$ cat config.mk
export PLATFORM = sky130hd
export DESIGN_NAME = sdram_lane_poke
export DESIGN_NICKNAME = d
export VERILOG_FILES = /design/src/rtl/sdram_lane_poke.sv
export SDC_FILE = /design/constraint.sdc
export NUM_CORES = 1
export LEC_CHECK = 0
export BUFFER_PORTS_ARGS = -buffer_cell sky130_fd_sc_hd__buf_4
export CAP_MARGIN = 20
export CORE_MARGIN = 8
export CORE_UTILIZATION = 45
export DETAILED_ROUTE_END_ITERATION = 8
export GPL_ROUTABILITY_DRIVEN = 0
export PLACE_DENSITY = 0.85
export SLEW_MARGIN = 30
export SYNTH_ARGS = -nofsm -noshare
export SYNTH_HDL_FRONTEND = slang
export SYNTH_SLANG_ARGS = --single-unit
$ cat constraint.sdc
create_clock -name clk -period 1.95 [get_ports clk]
set_clock_uncertainty 0.2 [all_clocks]
set_input_delay 0.39 -clock clk [delete_from_list [all_inputs] [get_ports clk]]
set_output_delay 0.39 -clock clk [all_outputs]
set_load 0.005 [all_outputs]
$ cat src/rtl/sdram_lane_poke.sv
`timescale 1ns/1ps
module sdram_lane_poke #(
  parameter int COLS       = 1024,
  parameter int LANES      = 8,
  parameter int ADDR_W     = 13,
  parameter bit PAUSE_MODE = 1'b1,
  parameter int LEAD       = 11,
  localparam int COL_W  = $clog2(COLS),
  localparam int LANE_W = $clog2(LANES),
  localparam int DQ_W   = 8 * LANES,
  localparam int CNT_W  = $clog2(LEAD + 1)
) (
  input  logic              clk,
  input  logic              rst_n,
  input  logic              host_go,
  input  logic              host_fire,
  input  logic [COL_W-1:0]  host_col,
  input  logic [LANE_W-1:0] host_lane,
  input  logic [7:0]        host_data,
  output logic              host_done,
  output logic              sd_cs_n,
  output logic              sd_ras_n,
  output logic              sd_cas_n,
  output logic              sd_we_n,
  output logic              sd_cke,
  output logic [LANES-1:0]  sd_dqm,
  output logic [ADDR_W-1:0] sd_addr,
  output logic [DQ_W-1:0]   sd_dq,
  output logic              sd_dq_oe
);
  localparam int OFF = PAUSE_MODE ? 1 : LEAD;
  localparam logic [3:0] C_NOP = 4'b0111, C_WR = 4'b0100,
                         C_BST = 4'b0110, C_PRE = 4'b0010;

  typedef enum logic [3:0] {S_IDLE, S_WR, S_PARK, S_ARM, S_SHOT,
                            S_HOLD, S_CNT, S_TERM, S_PRE} st_t;
  st_t state, nxt;

  logic [2:0]        go_s, fire_s;
  logic [COL_W-1:0]  start_q;
  logic [LANE_W-1:0] lane_q;
  logic [7:0]        data_q;
  logic [CNT_W-1:0]  cnt_q;
  logic              done_q;
  logic [3:0]        cmd;

  wire go_rise   = go_s[1] & ~go_s[2];
  wire fire_rise = fire_s[1] & ~fire_s[2];
  wire lane_open = (state == S_SHOT) || (state == S_ARM);

  always_comb begin
    nxt = state;
    case (state)
      S_IDLE: if (go_rise) nxt = S_WR;
      S_WR:   nxt = PAUSE_MODE ? S_PARK : ((LEAD > 1) ? S_CNT : S_SHOT);
      S_PARK: if (fire_rise) nxt = S_ARM;
      S_ARM:  nxt = S_SHOT;
      S_SHOT: nxt = PAUSE_MODE ? S_HOLD : S_TERM;
      S_HOLD: nxt = S_TERM;
      S_CNT:  if (cnt_q == '0) nxt = S_SHOT;
      S_TERM: nxt = S_PRE;
      S_PRE:  nxt = S_IDLE;
      default: nxt = S_IDLE;
    endcase
  end

  always_ff @(posedge clk or negedge rst_n) begin
    if (!rst_n) begin
      state   <= S_IDLE;
      go_s    <= '0;
      fire_s  <= '0;
      start_q <= '0;
      lane_q  <= '0;
      data_q  <= '0;
      cnt_q   <= '0;
      done_q  <= 1'b0;
    end else begin
      go_s   <= {go_s[1:0], host_go};
      fire_s <= {fire_s[1:0], host_fire};
      state  <= nxt;
      if (state == S_IDLE && go_rise) begin
        start_q <= host_col - COL_W'(OFF);
        lane_q  <= host_lane;
        done_q  <= 1'b0;
        if (!PAUSE_MODE) data_q <= host_data;
      end
      if (state == S_PARK && fire_rise) data_q <= host_data;
      if (state == S_WR) cnt_q <= CNT_W'((LEAD >= 2) ? LEAD - 2 : 0);
      else if (state == S_CNT) cnt_q <= cnt_q - 1'b1;
      if (state == S_PRE) done_q <= 1'b1;
    end
  end

  always_comb begin
    cmd     = C_NOP;
    sd_addr = '0;
    if (state == S_WR) begin
      cmd     = C_WR;
      sd_addr = ADDR_W'(start_q);
    end else if (state == S_TERM) begin
      cmd = C_BST;
    end else if (state == S_PRE) begin
      cmd         = C_PRE;
      sd_addr[10] = 1'b1;
    end
  end

  assign {sd_cs_n, sd_ras_n, sd_cas_n, sd_we_n} = cmd;
  assign sd_cke    = !(state == S_PARK || state == S_ARM || state == S_HOLD);
  assign sd_dqm    = lane_open ? ~(LANES'(1) << lane_q) : '1;
  assign sd_dq     = {LANES{data_q}};
  assign sd_dq_oe  = lane_open || state == S_CNT;
  assign host_done = done_q;

  assert_write_masked_R1: assert property (@(posedge clk) disable iff (!rst_n)
    cmd == C_WR |-> (&sd_dqm && sd_cke));

  assert_one_lane_R5: assert property (@(posedge clk) disable iff (!rst_n)
    $countones(~sd_dqm) <= 1);

  assert_lane_driven_R5: assert property (@(posedge clk) disable iff (!rst_n)
    !(&sd_dqm) |-> sd_dq_oe);

  assert_done_after_pre_R7: assert property (@(posedge clk) disable iff (!rst_n)
    $rose(host_done) |-> $past(cmd) == C_PRE);

  assert_pre_a10_R7: assert property (@(posedge clk) disable iff (!rst_n)
    cmd == C_PRE |-> sd_addr[10]);

  generate
    if (PAUSE_MODE) begin : g_park_chk
      assert_park_after_write_R3: assert property (@(posedge clk) disable iff (!rst_n)
        cmd == C_WR |=> (!sd_cke && &sd_dqm));
      assert_single_pulse_R6: assert property (@(posedge clk) disable iff (!rst_n)
        (sd_cke && !(&sd_dqm)) |=> (!sd_cke && &sd_dqm));
      assert_data_before_pulse_R4: assert property (@(posedge clk) disable iff (!rst_n)
        (sd_cke && !(&sd_dqm)) |-> ($past(!sd_cke) && $stable(sd_dq) && $stable(sd_dqm)));
    end else begin : g_count_chk
      assert_cke_high_R8: assert property (@(posedge clk) disable iff (!rst_n)
        sd_cke);
    end
  endgenerate
endmodule

After elaboration in Yosys (flattened, before gate mapping)
Cells that the tools add are included.
{"block": "word_totals", "reg_bits": 36, "latch_bits": 0, "ramBits": 0, "rom_bits": 0, "output_inout_bits": 92, "elab_cells": 55, "memories": 0}
{"block": "op_classes", "addsub": 2, "multipliers": 0, "div": 0, "order_cmp": 0, "n_eq_ne": 11, "n_shift": 1, "muxes": 16, "n_bitwise": 5, "reduce_logical": 12}
{"op": "$pmux W4 S8", "n": 1}
{"op": "$mux W4", "n": 5}
{"op": "$eq A4 B3 Y1 const B", "n": 4}
{"op": "$mux W10", "n": 1}
{"op": "$sub A10 B1 Y10 const B", "n": 1}
{"op": "$mux W3", "n": 3}
{"op": "$eq A4 B2 Y1 const B", "n": 2}
{"op": "$logic_not A4 Y1", "n": 2}
{"op": "$mux W8", "n": 1}
{"op": "$not A8 Y8", "n": 1}
{"op": "$shl A1 B3 Y8 const A", "n": 1}
{"op": "$ne A2 B2 Y1 const B", "n": 3}
{"op": "$mux W1", "n": 5}
{"op": "$eq A4 B1 Y1 const B", "n": 1}
{"op": "$eq A4 B4 Y1 const B", "n": 1}
{"op": "$logic_or A1 B1 Y1", "n": 4}
{"op": "$reduce_bool A2 Y1", "n": 2}
{"op": "$sub A4 B1 Y4 const B", "n": 1}
{"op": "$reduce_and A3 Y1", "n": 1}
{"op": "$and A1 B1 Y1", "n": 2}
{"op": "$logic_and A1 B1 Y1", "n": 2}
{"op": "$not A1 Y1", "n": 2}
{"op": "$logic_not A1 Y1", "n": 1}

Longest topological paths before layout
Gate-level depths: netlist of run 1.
{"block": "depth", "word_depth": 5, "mapped_depth": 5, "mapped_depth_nobuf": 5}

Worst setup path before layout of run 1
No wires, ideal clock.
{"block": "synth_path", "path_type": "register to output", "startpoint": "register state[1]", "endpoint": "output port sd_dqm[3]", "t_arrival_ns": 1.173, "required_time_ns": 1.360, "slack_ns": 0.187, "stages_incl_launch_ff": 5, "n_path_buf": 0, "path_cell_list": "dfrtp_1 > nand2_1 > or2_1 > a211oi_2 > nand3_1"}
{"block": "synth_via", "elab_chain_cells": 3, "word_cells_on_any_way": 4, "cone_classes": "eq/ne: 2; mux: 1; reduce/logical: 1"}
{"item": "start: declaration", "line": "37", "text": "st_t state, nxt;"}
{"item": "start signal: assignment", "line": "80", "text": "state <= nxt;"}
{"item": "$eq A4 B3 Y1 / $eq A4 B2 Y1 (equally long branches)", "line": "49", "text": "wire lane_open = (state == S_SHOT) || (state == S_ARM);"}
{"item": "$logic_or A1 B1 Y1 (*)", "line": "49"}
{"item": "$mux W8 (*)", "line": "110", "text": "assign sd_dqm = lane_open ? ~(LANES'(1) << lane_q) : '1;"}
{"item": "end: declaration", "line": "26", "text": "output logic [LANES-1:0] sd_dqm,"}
Every way passes the cells marked *; elsewhere a longest branch is shown, timed or not.

Worst setup path after layout of run 1
{"block": "layout_path", "startpoint": "register state[0]", "endpoint": "output port sd_dqm[3]"}
The elaborated chain is that of the path after synthesis.

==> results.toml, run 1 <==
[cts]
cts_buffer_depth = 2
cts_buffers = 5
cts_sinks = 36
clk_pin_slew_ns = 0.08
htree_levels = 2
clock_latency_ns = 0.28
root_buffer = "clkbuf_8"
cts_tree = "done"

[setup_path]
worstPathCellList = "nand2_1 -> or2_4 -> a211oi_4 -> nand3_1 -> buf_4"
cpPeakStageDelay_ns = 0.39
required_ns = 1.36
startpoint_type = "flip-flop"
cp_top_family = "simple AND/OR/NAND/NOR gates"
critPathKind = "reg -> out"
end_kind = "primary output"
worst_r2r_path_depth = 7
critPathMaxFanout = 4
critical_path_cell_count = 5
cp.arrival_ns = 1.62
path_buf_inv = 1
critPathSlowestCell = "dfrtp_1"

[layout]
fin_util_pct = 65.1
antenna_cells = 0
syn2layout_area_growth_pct = 38.8
layout.nets = 335
fillers = 413
layout-drive-gt1-share_pct = 54.9

[die]
die_h_um = 86.4
die_x_um = 86.4
rows = 25
core_um2 = 4750
design.die.area_um2 = 7460
start_util_pct = 46.9
ios = 117

[synthesis]
syn_avg_cell_area_um2 = 9.52
synthCells = 234
synth_xor_area_share_pct = 3.14
yosys.area_share.adder_pct = 1.68
synth_top_area_share_pct = 40.4
synth_cell_types = 40
synth_top_family_by_area = "buffers and inverters"
yosysWarnings = 0
synth_edf_count = 0
netlist_area_um2 = 2230
synth.area.mux_share_pct = 6.01
synthFlopType = "dfrtp_1"
synth-simple-area-share_pct = 18.8
yosysSeqAreaShare_pct = 40.4
synthTopCellsByArea = "dfrtp_1 40%, buf_4 20%, mux2_2 5.6%, nand2_1 4.2%, and3_1 2.8%"
ys_async_sr_fraction_pct = 100
synth-compound-area-share_pct = 7.19
yosysTopAreaCell = "dfrtp_1"
ys_ff_latch = 36

[status]
violations = "negative setup slack"
status = "finished with violations"

[timing]
period_share_pct = 113
max_freq_ghz = 0.452
timing.final.crit_period_ns = 2.21
drv_slew = 0
setup_ws_ns = -0.261
hold_viol_final = 0
setup_viol = 23
rsz0062_at_grt = "true"

[pwr]
power_density_nw_per_um2 = 1650
power_frac_seq_pct = 28.1
switching_share_pct = 34.7
p_sw_w = 0.00177
p_leak_nw = 1.51
intPower_w = 0.00333
ir_drop_mv = 0.631
p_comb_share_pct = 54.1
power.share.clock_pct = 17.8

[route]
vias = 1757
vias_per_cell = 4.69
wl_mm = 5.76
dr.first_iter.drc_count = 86
drc = 0
wl_per_cell_um = 15.4
ant_nets = 0
first_pass_iters = 4

[worst_hold_path]
min_path_cells = 2
hp-class = "in -> reg"

[placed_design]
dp_hpwl_mm = 4.25
place_ws_ns = 0.0476
numPortBuffers = 113

[grt]
grt_overflow_total = 0
track_usage_pct = 14.8
grt_antenna_before_repair = 0
grt_pass1_wl_mm = 8.80
grt_pass1_vias = 1735
grt_max_degree = 37

[job]
maxCapViolations = 0
[cells by family (layout without fill, tap and decap cells)]
kind of cell | Yosys count | in the layout
buffers and inverters | 74 | 146
other | 1 | 3
adders and majority gates | 3 | 3
muxes | 12 | 12
AOI/OAI and AO/OA | 27 | 27
DFF | 36 | 36
and+or+nand+nor | 73 | 73
xor gates and xnor gates | 8 | 8
[sequential cells by signal, summed over array words and instances, names as in the netlist]
| signal | count |
|---|---|
| go_s | 3 |
| lane_q | 3 |
| fire_s | 3 |
| data_q | 8 |
| state | 4 |
| start_q | 10 |
| host_done | 1 |
| cnt_q | 4 |
[synthesized netlist by cell type (all sizes together), types with 2 or more instances]
| cell | count |
|---|---|
| buf | 61 |
| dfrtp | 36 |
| nand2 | 25 |
| o21ai | 12 |
| mux2 | 11 |
| and3 | 10 |
| a21oi | 9 |
| inv | 8 |
| nor2 | 8 |
| clkbuf | 5 |
| nand3 | 5 |
| xor2 | 5 |
| nor2b | 4 |
| nor3 | 4 |
| ha | 3 |
| xnor2 | 3 |
| a211oi | 2 |
| nand2b | 2 |
| nand4 | 2 |
| nor3b | 2 |
| o21a | 2 |
| or2 | 2 |
[final cells by class]
cell class	count	area, um^2	share of cell area (%)
repair buffers	130	1010	32.6
clock inverters	3	90.1	2.91
flip-flops and latches	36	902	29.2
multi-input cells	126	911	29.4
clock buffers	5	68.8	2.22
well taps	67	83.8	2.71
inverters	8	30.0	0.971
[cells in the final DEF, fill, tap and decap left out, types with 5 or more instances in the layout]
cell,instances
and3_4,8
buf_4,123
o21ai_0,11
nand3_1,5
dfrtp_1,35
nand2_1,24
xor2_1,5
a21oi_1,9
mux2_2,11
clkbuf_8,5
nor2_1,6
inv_1,8
[per-layer routing]
layer  share of wire, %  track usage, %  vias up
met3                 12            6.99        7
li1                   -               -      851
met5                  0               0        -
met2                 49            25.2       95
met4                1.1            4.85        0
met1                 38            15.6      804
[through the flow]
stage	hold WS (ns)	power [W]	cells	TNS (ns)	instance area (um^2)
final	0.135	0.00509	375	-4.39	3090
after global routing	0.123	0.00545	375	-5.92	3090
after CTS	0.000704	0.00508	373	-3.79	3060
after detailed placement	0.138	0.00397	360	0	2780
after global placement	0.133	0.00387	360	0	2780
after floorplan	-0.106	0.00306	236	0	2240
[path summary, 6_finish.rpt]
kind	endpoint	slack (ns)	startpoint
setup reg to reg	cnt_q[3]$_DFFE_PN0P_	0.13	state[0]$_DFFE_PN0P_
min in group asynchronous	data_q[2]$_DFFE_PN0P_	0.41	rst_n
setup / recovery	sd_dqm[3]	-0.26	state[0]$_DFFE_PN0P_
max in group asynchronous	state[3]$_DFFE_PN0P_	0.81	rst_n
hold reg to reg	fire_s[1]$_DFF_PN0_	0.16	fire_s[0]$_DFF_PN0_
hold / removal	data_q[2]$_DFFE_PN0P_	0.14	host_data[2]
[power groups by stage]
| stage | Sequential (W) | Combinational (W) | Clock, W |
|---|---|---|---|
| global route | 0.00149 | 0.00300 | 0.000957 |
| CTS | 0.00142 | 0.00274 | 0.000923 |
| global placement | 0.00138 | 0.00250 | 0 |
| floorplan | 0.00137 | 0.00170 | 0 |
| detailed placement | 0.00141 | 0.00256 | 0 |
| finish | 0.00143 | 0.00276 | 0.000908 |
[timing repair]
action	in CTS	in global routing
endpoints found under the setup margin	23	24
setup buffers	3	0
hold endpoints to repair	36	2
hold buffers	1	2
pin swaps	5	4
gates cloned	1	0
resized for setup	19	3
Power figures use the tool's default switching activity.
==> run 2, diff against run 1 <==
CORE_UTILIZATION = 29   (was 45)
GPL_ROUTABILITY_DRIVEN = unset   (was 0)
PLACE_DENSITY = 0.61   (was 0.85)
==> run 2 against run 1 <==
  * The flow still finishes with violations (negative setup slack)
  * First-iteration DRC count fell by 48%
  * Global-route usage shrank 4.6 points
  * Combinational power down 2%
  * Register-to-register slack improved by 0.03 ns
==> results.toml, run 2 (synthesized netlist as in run 1, its figures left out) <==
[status]
status = "finished with violations"
violations = "negative setup slack"

[die]
rows = 32
die_h_um = 104
core_um2 = 7570
ios = 117
start_util_pct = 29.4
die_x_um = 104
design.die.area_um2 = 10700

[route]
wl_per_cell_um = 13.9
vias_per_cell = 4.26
drc = 0
dr.first_iter.drc_count = 45
wl_mm = 5.76
vias = 1765
first_pass_iters = 4
ant_nets = 0

[cts]
cts_buffers = 5
clk_pin_slew_ns = 0.09
cts_buffer_depth = 2
cts_sinks = 36
root_buffer = "clkbuf_8"
htree_levels = 2
clock_latency_ns = 0.29
cts_tree = "done"

[timing]
timing.final.crit_period_ns = 2.18
finalSetupTns_ns = -3.45
setup_ws_ns = -0.231
drv_slew = 0
max_freq_ghz = 0.459
period_share_pct = 112
rsz0062_at_grt = "true"
hold_viol_final = 0
setup_viol = 24

[layout]
seqCellArea_um2 = 901
reg_top3 = "start_q (10), data_q (8)"
multi_input_area_um2 = 883
largest_reg_flops = 10
syn2layout_area_growth_pct = 38.9
fillers = 744
layout.nets = 339
layout-drive-gt1-share_pct = 53.2
final_cell_mix = "127 x buf_4, 36 x dfrtp_1, 24 x nand2_1, 11 x o21ai_0, 11 x mux2_2"
antenna_cells = 0
final_common_cell = "buf_4"
top_register = "start_q"

[pwr]
power_density_nw_per_um2 = 1550
finalPower_w = 0.00478
intPower_w = 0.00306
p_leak_nw = 1.52
power_frac_seq_pct = 29.1
power.share.clock_pct = 14.2
switching_share_pct = 36.0
ir_drop_mv = 0.533
p_sw_w = 0.00172
p_comb_share_pct = 56.6

[grt]
grt_max_degree = 37
grt_antenna_before_repair = 0
grt_pass1_vias = 1790
track_usage_pct = 10.2
grt_pass1_wl_mm = 9.25
grt_overflow_total = 0

[worst_hold_path]
hp-class = "in -> reg"
min_path_cells = 2

[job]
maxCapViolations = 0

[placed_design]
numPortBuffers = 113
dp_hpwl_mm = 4.40
globalplace.congestion = 0.742
place_ws_ns = -0.00687

[setup_path]
critPathKind = "reg -> out"
required_ns = 1.36
worst_r2r_path_depth = 7
worstPathCellList = "nand2_1 -> or2_4 -> a211oi_4 -> nand3_1 -> buf_4"
cpPeakStageDelay_ns = 0.41
critPathSlowestCell = "dfrtp_1"
critPathMaxFanout = 4
end_kind = "primary output"
cp.arrival_ns = 1.59
startpoint_type = "flip-flop"
==> run 2: cell type report <==
| type | instances | area share, % |
|---|---|---|
| Multi-Input combinational cell | 126 | 28.5 |
| Inverter | 8 | 0.970 |
| Clock buffer | 5 | 2.22 |
| Tap cell | 102 | 4.12 |
| Sequential cell | 36 | 29.1 |
| Timing Repair Buffer | 134 | 33.5 |
| Clock inverter | 3 | 1.50 |
==> run 2: worst paths after layout <==
| kind | startpoint | endpoint | slack (ns) |
|---|---|---|---|
| setup reg to reg | state[2]$_DFFE_PN0P_ | start_q[5]$_DFFE_PN0P_ | 0.16 |
| setup / recovery | state[1]$_DFFE_PN0P_ | sd_dqm[7] | -0.23 |
| min in group asynchronous | rst_n | lane_q[1]$_DFFE_PN0P_ | 0.41 |
| max in group asynchronous | rst_n | data_q[7]$_DFFE_PN0P_ | 0.79 |
| hold reg to reg | go_s[0]$_DFF_PN0_ | go_s[1]$_DFF_PN0_ | 0.16 |
| hold / removal | host_data[6] | data_q[6]$_DFFE_PN0P_ | 0.13 |
==> run 2: through the flow <==
stage                     utilization, %  std cells  hold slack, ns  instance area (um^2)
after detailed placement            37.5        397           0.139                  2840
final                               40.9        414           0.129                  3090
after floorplan                        -        236          -0.106                  2240
after global routing                40.9        414           0.117                  3090
after CTS                           40.7        413           0.116                  3080
after global placement              37.5        397           0.134                  2840
==> run 2: repair_timing <==
item                                   in CTS  in global routing
resized for setup                          14                  3
pin swaps                                   5                  5
setup endpoints to repair                  24                 24
setup buffers                               4                  1
endpoints found under the hold margin      38                  0
hold buffers                                3                  0
gates cloned                                1                  0
==> run 2: power by group through the flow <==
stage / clock network (W) / logic, W / registers [W]
floorplan: 0 / 0.00170 / 0.00137
global placement: 0 / 0.00254 / 0.00138
detailed placement: 0 / 0.00257 / 0.00141
CTS: 0.000709 / 0.00276 / 0.00140
global route: 0.000736 / 0.00295 / 0.00145
finish: 0.000681 / 0.00271 / 0.00139
==> run 2: worst max-delay path, delay by kind of cell, from the launching register on <==
kind / cells / cell delay [ns]
AOI/OAI and AO/OA: 1 / 0.28
DFF: 1 / 0.41
buffers and inverters: 1 / 0.14
and+or+nand+nor: 3 / 0.47
==> run 2: layer usage <==
layer	wire [um]	GRT usage, %	vias to the layer above
met5	0	0	-
met4	55	2.28	0
met3	559	4.77	6
met2	2920	17.5	72
met1	2230	11.2	821
li1	-	-	866
==> run 3, diff against run 2 <==
--- a/config.mk
+++ b/config.mk
@@ -11,5 +11,7 @@
 export CORE_UTILIZATION = 29
 export DETAILED_ROUTE_END_ITERATION = 8
+export GPL_TIMING_DRIVEN = 0
 export PLACE_DENSITY = 0.61
+export SETUP_SLACK_MARGIN = 0.3
 export SLEW_MARGIN = 30
 export SYNTH_ARGS = -nofsm -noshare
==> constraint.sdc (replaced) <==
create_clock -name clk -period 1.95 [get_ports clk]
set_clock_uncertainty 0.2 [all_clocks]
set_input_delay 0.39 -clock clk [delete_from_list [all_inputs] [get_ports clk]]
set_output_delay 0.39 -clock clk [all_outputs]
set_load 0.1 [all_outputs]
==> run 3 against run 2 <==
  * The flow still finishes with violations (negative setup slack)
  * Clock-buffer cell count did not move
  * Critical path depth rose by 1
  * Core utilization rose by 31 points
  * Sequential cell count did not move
  * Fmax fell by 9.1%
  * Design area rose by 76%
  * First-iteration DRC count rose by 62%
  * Global-route usage rose by 4.2 points
  * Non-clock buffer count rose by 89
==> results.toml, run 3 (synthesized netlist as in run 1, its figures left out) <==
[worst_hold_path]
min_path_cells = 2
worstHoldEndpoint = "data_q[0]$_DFFE_PN0P_"
hp-start = "host_data[0]"
hp-class = "in -> reg"

[status]
violations = "negative setup slack"
status = "finished with violations"

[setup_path]
rr_endpoint = "data_q[2]$_DFFE_PN0P_"
required_ns = 1.36
end_kind = "primary output"
cp.arrival_ns = 1.81
critPathMaxFanout = 6
critPathSlowestCell = "dfrtp_2"
r2r-start = "state[2]$_DFFE_PN0P_"
cp_top_family = "flip-flops"
cpPeakStageDelay_ns = 0.45
crit_path_frequent_cell = "buf_12"
critPathKind = "reg -> out"
worst_r2r_path_depth = 6
startpoint_type = "flip-flop"
path_buf_inv = 2
worstPathCellList = "nand2_2 -> or2_4 -> a211oi_4 -> buf_12 -> nand3_4 -> buf_12"
r2r_slack_ns = 0.01

[cts]
cts_sinks = 36
clk_pin_slew_ns = 0.08
root_buffer = "clkbuf_8"
cts_buffers = 5
cts_tree = "done"
htree_levels = 2
clock_latency_ns = 0.29
cts_buffer_depth = 2

[route]
vias = 2235
dr.first_iter.drc_count = 73
wl_per_cell_um = 19.4
drc = 0
vias_per_cell = 4.44
ant_nets = 0
first_pass_iters = 4
wl_mm = 9.77

[timing]
drv_slew = 0
period_share_pct = 123
timing.final.crit_period_ns = 2.40
max_freq_ghz = 0.417
rsz0062_at_grt = "true"
setup_viol = 24
hold_viol_final = 0
setup_ws_ns = -0.448

[placed_design]
dp_hpwl_mm = 4.71
place_area_um2 = 3420
globalplace.congestion = 0.733
numPortBuffers = 113

[die]
die_x_um = 104
ios = 117
rows = 32
die_h_um = 104
design.die.area_um2 = 10700
core_um2 = 7570
start_util_pct = 29.4

[layout]
layout-drive-gt1-share_pct = 72.1
reg_top3 = "start_q (10), data_q (8)"
layout.nets = 428
antenna_cells = 0
largest_reg_flops = 10
final_common_cell = "buf_12"
top_register = "start_q"
final_cell_mix = "89 x buf_12, 81 x buf_6, 44 x buf_4, 24 x dfrtp_1, 17 x nand2_1"
final_cell_area_um2 = 5450
syn2layout_area_growth_pct = 144

[job]
maxCapViolations = 0

[grt]
grt_overflow_total = 0
grt_max_degree = 37
grt_pass1_wl_mm = 12.8
grt_pass1_vias = 2306
track_usage_pct = 14.4
grt_antenna_before_repair = 0
[run 3: cell count changes in the layout (fill, tap and decap cells not counted), moves of 9 or more]
cell	before	now
and3_1	9	0
buf_4	127	44
dfrtp_1	36	24
buf_6	3	81
and3_4	1	10
buf_12	1	89
[run 3: metal layers]
metal | GRT usage (%) | wire length [um] | up-vias
met5 | 0 | 0 | -
met4 | 3.52 | 222 | 0
met3 | 4.46 | 546 | 19
met2 | 25.6 | 5630 | 95
met1 | 16.3 | 3370 | 1081
li1 | - | - | 1040
[run 3: how the worst max path moves through the flow]
stage | start | end | cells after the start | slack, ns
2_1_floorplan | state[0]$_DFFE_PN0P_ | sd_ras_n | 2 | -1.07
3_3_place_gp | state[1]$_DFFE_PN0P_ | sd_dqm[7] | 5 | -0.47
3_5_place_dp | state[1]$_DFFE_PN0P_ | sd_dqm[7] | 5 | -0.46
4_1_cts | state[1]$_DFFE_PN0P_ | sd_dqm[7] | 6 | -0.43
5_1_grt | state[0]$_DFFE_PN0P_ | sd_dqm[7] | 6 | -0.50
6_report | state[0]$_DFFE_PN0P_ | sd_dqm[7] | 6 | -0.45
[run 3: repair_timing]
item	4_1_cts	5_1_grt
pin swaps	7	6
hold buffers	3	0
cloned	1	0
gates resized for setup	240	148
setup endpoints to repair	110	110
buffers inserted	14	26
endpoints found under the hold margin	38	0
[run 3: final cells by class]
| class | instances | area [um^2] |
|---|---|---|
| Timing Repair Buffer | 157 | 2400 |
| Clock inverter | 3 | 90.1 |
| Clock buffer | 5 | 68.8 |
| Fill cell | 482 | 2120 |
| Tap cell | 102 | 128 |
| Multi-Input combinational cell | 126 | 1060 |
| Sequential cell | 36 | 936 |
| Buffer | 66 | 734 |
| Inverter | 8 | 33.8 |
[run 3: worst register-to-register path, delay by kind of cell, from the launching register on]
kind	cells	cell delay, ns
DFF	1	0.45
and+or+nand+nor	2	0.41
muxes	1	0.39
buffers and inverters	3	0.38
[run 3: metrics by stage]
stage	std cells	setup WS, ns	utilization [%]	hold slack [ns]	setup TNS (ns)
floorplan	236	-1.07	-	-0.106	-5.10
global placement	451	-0.466	45.2	0.135	-4.68
detailed placement	451	-0.457	45.2	0.136	-4.48
CTS	477	-0.428	62.3	0.121	-7.68
global route	503	-0.498	72.0	0.117	-10.59
finish	503	-0.448	72.0	0.134	-8.08
Power of run 3 is not shown: default switching activity piles up to over one toggle a cycle in this logic, so the estimate is an artifact.
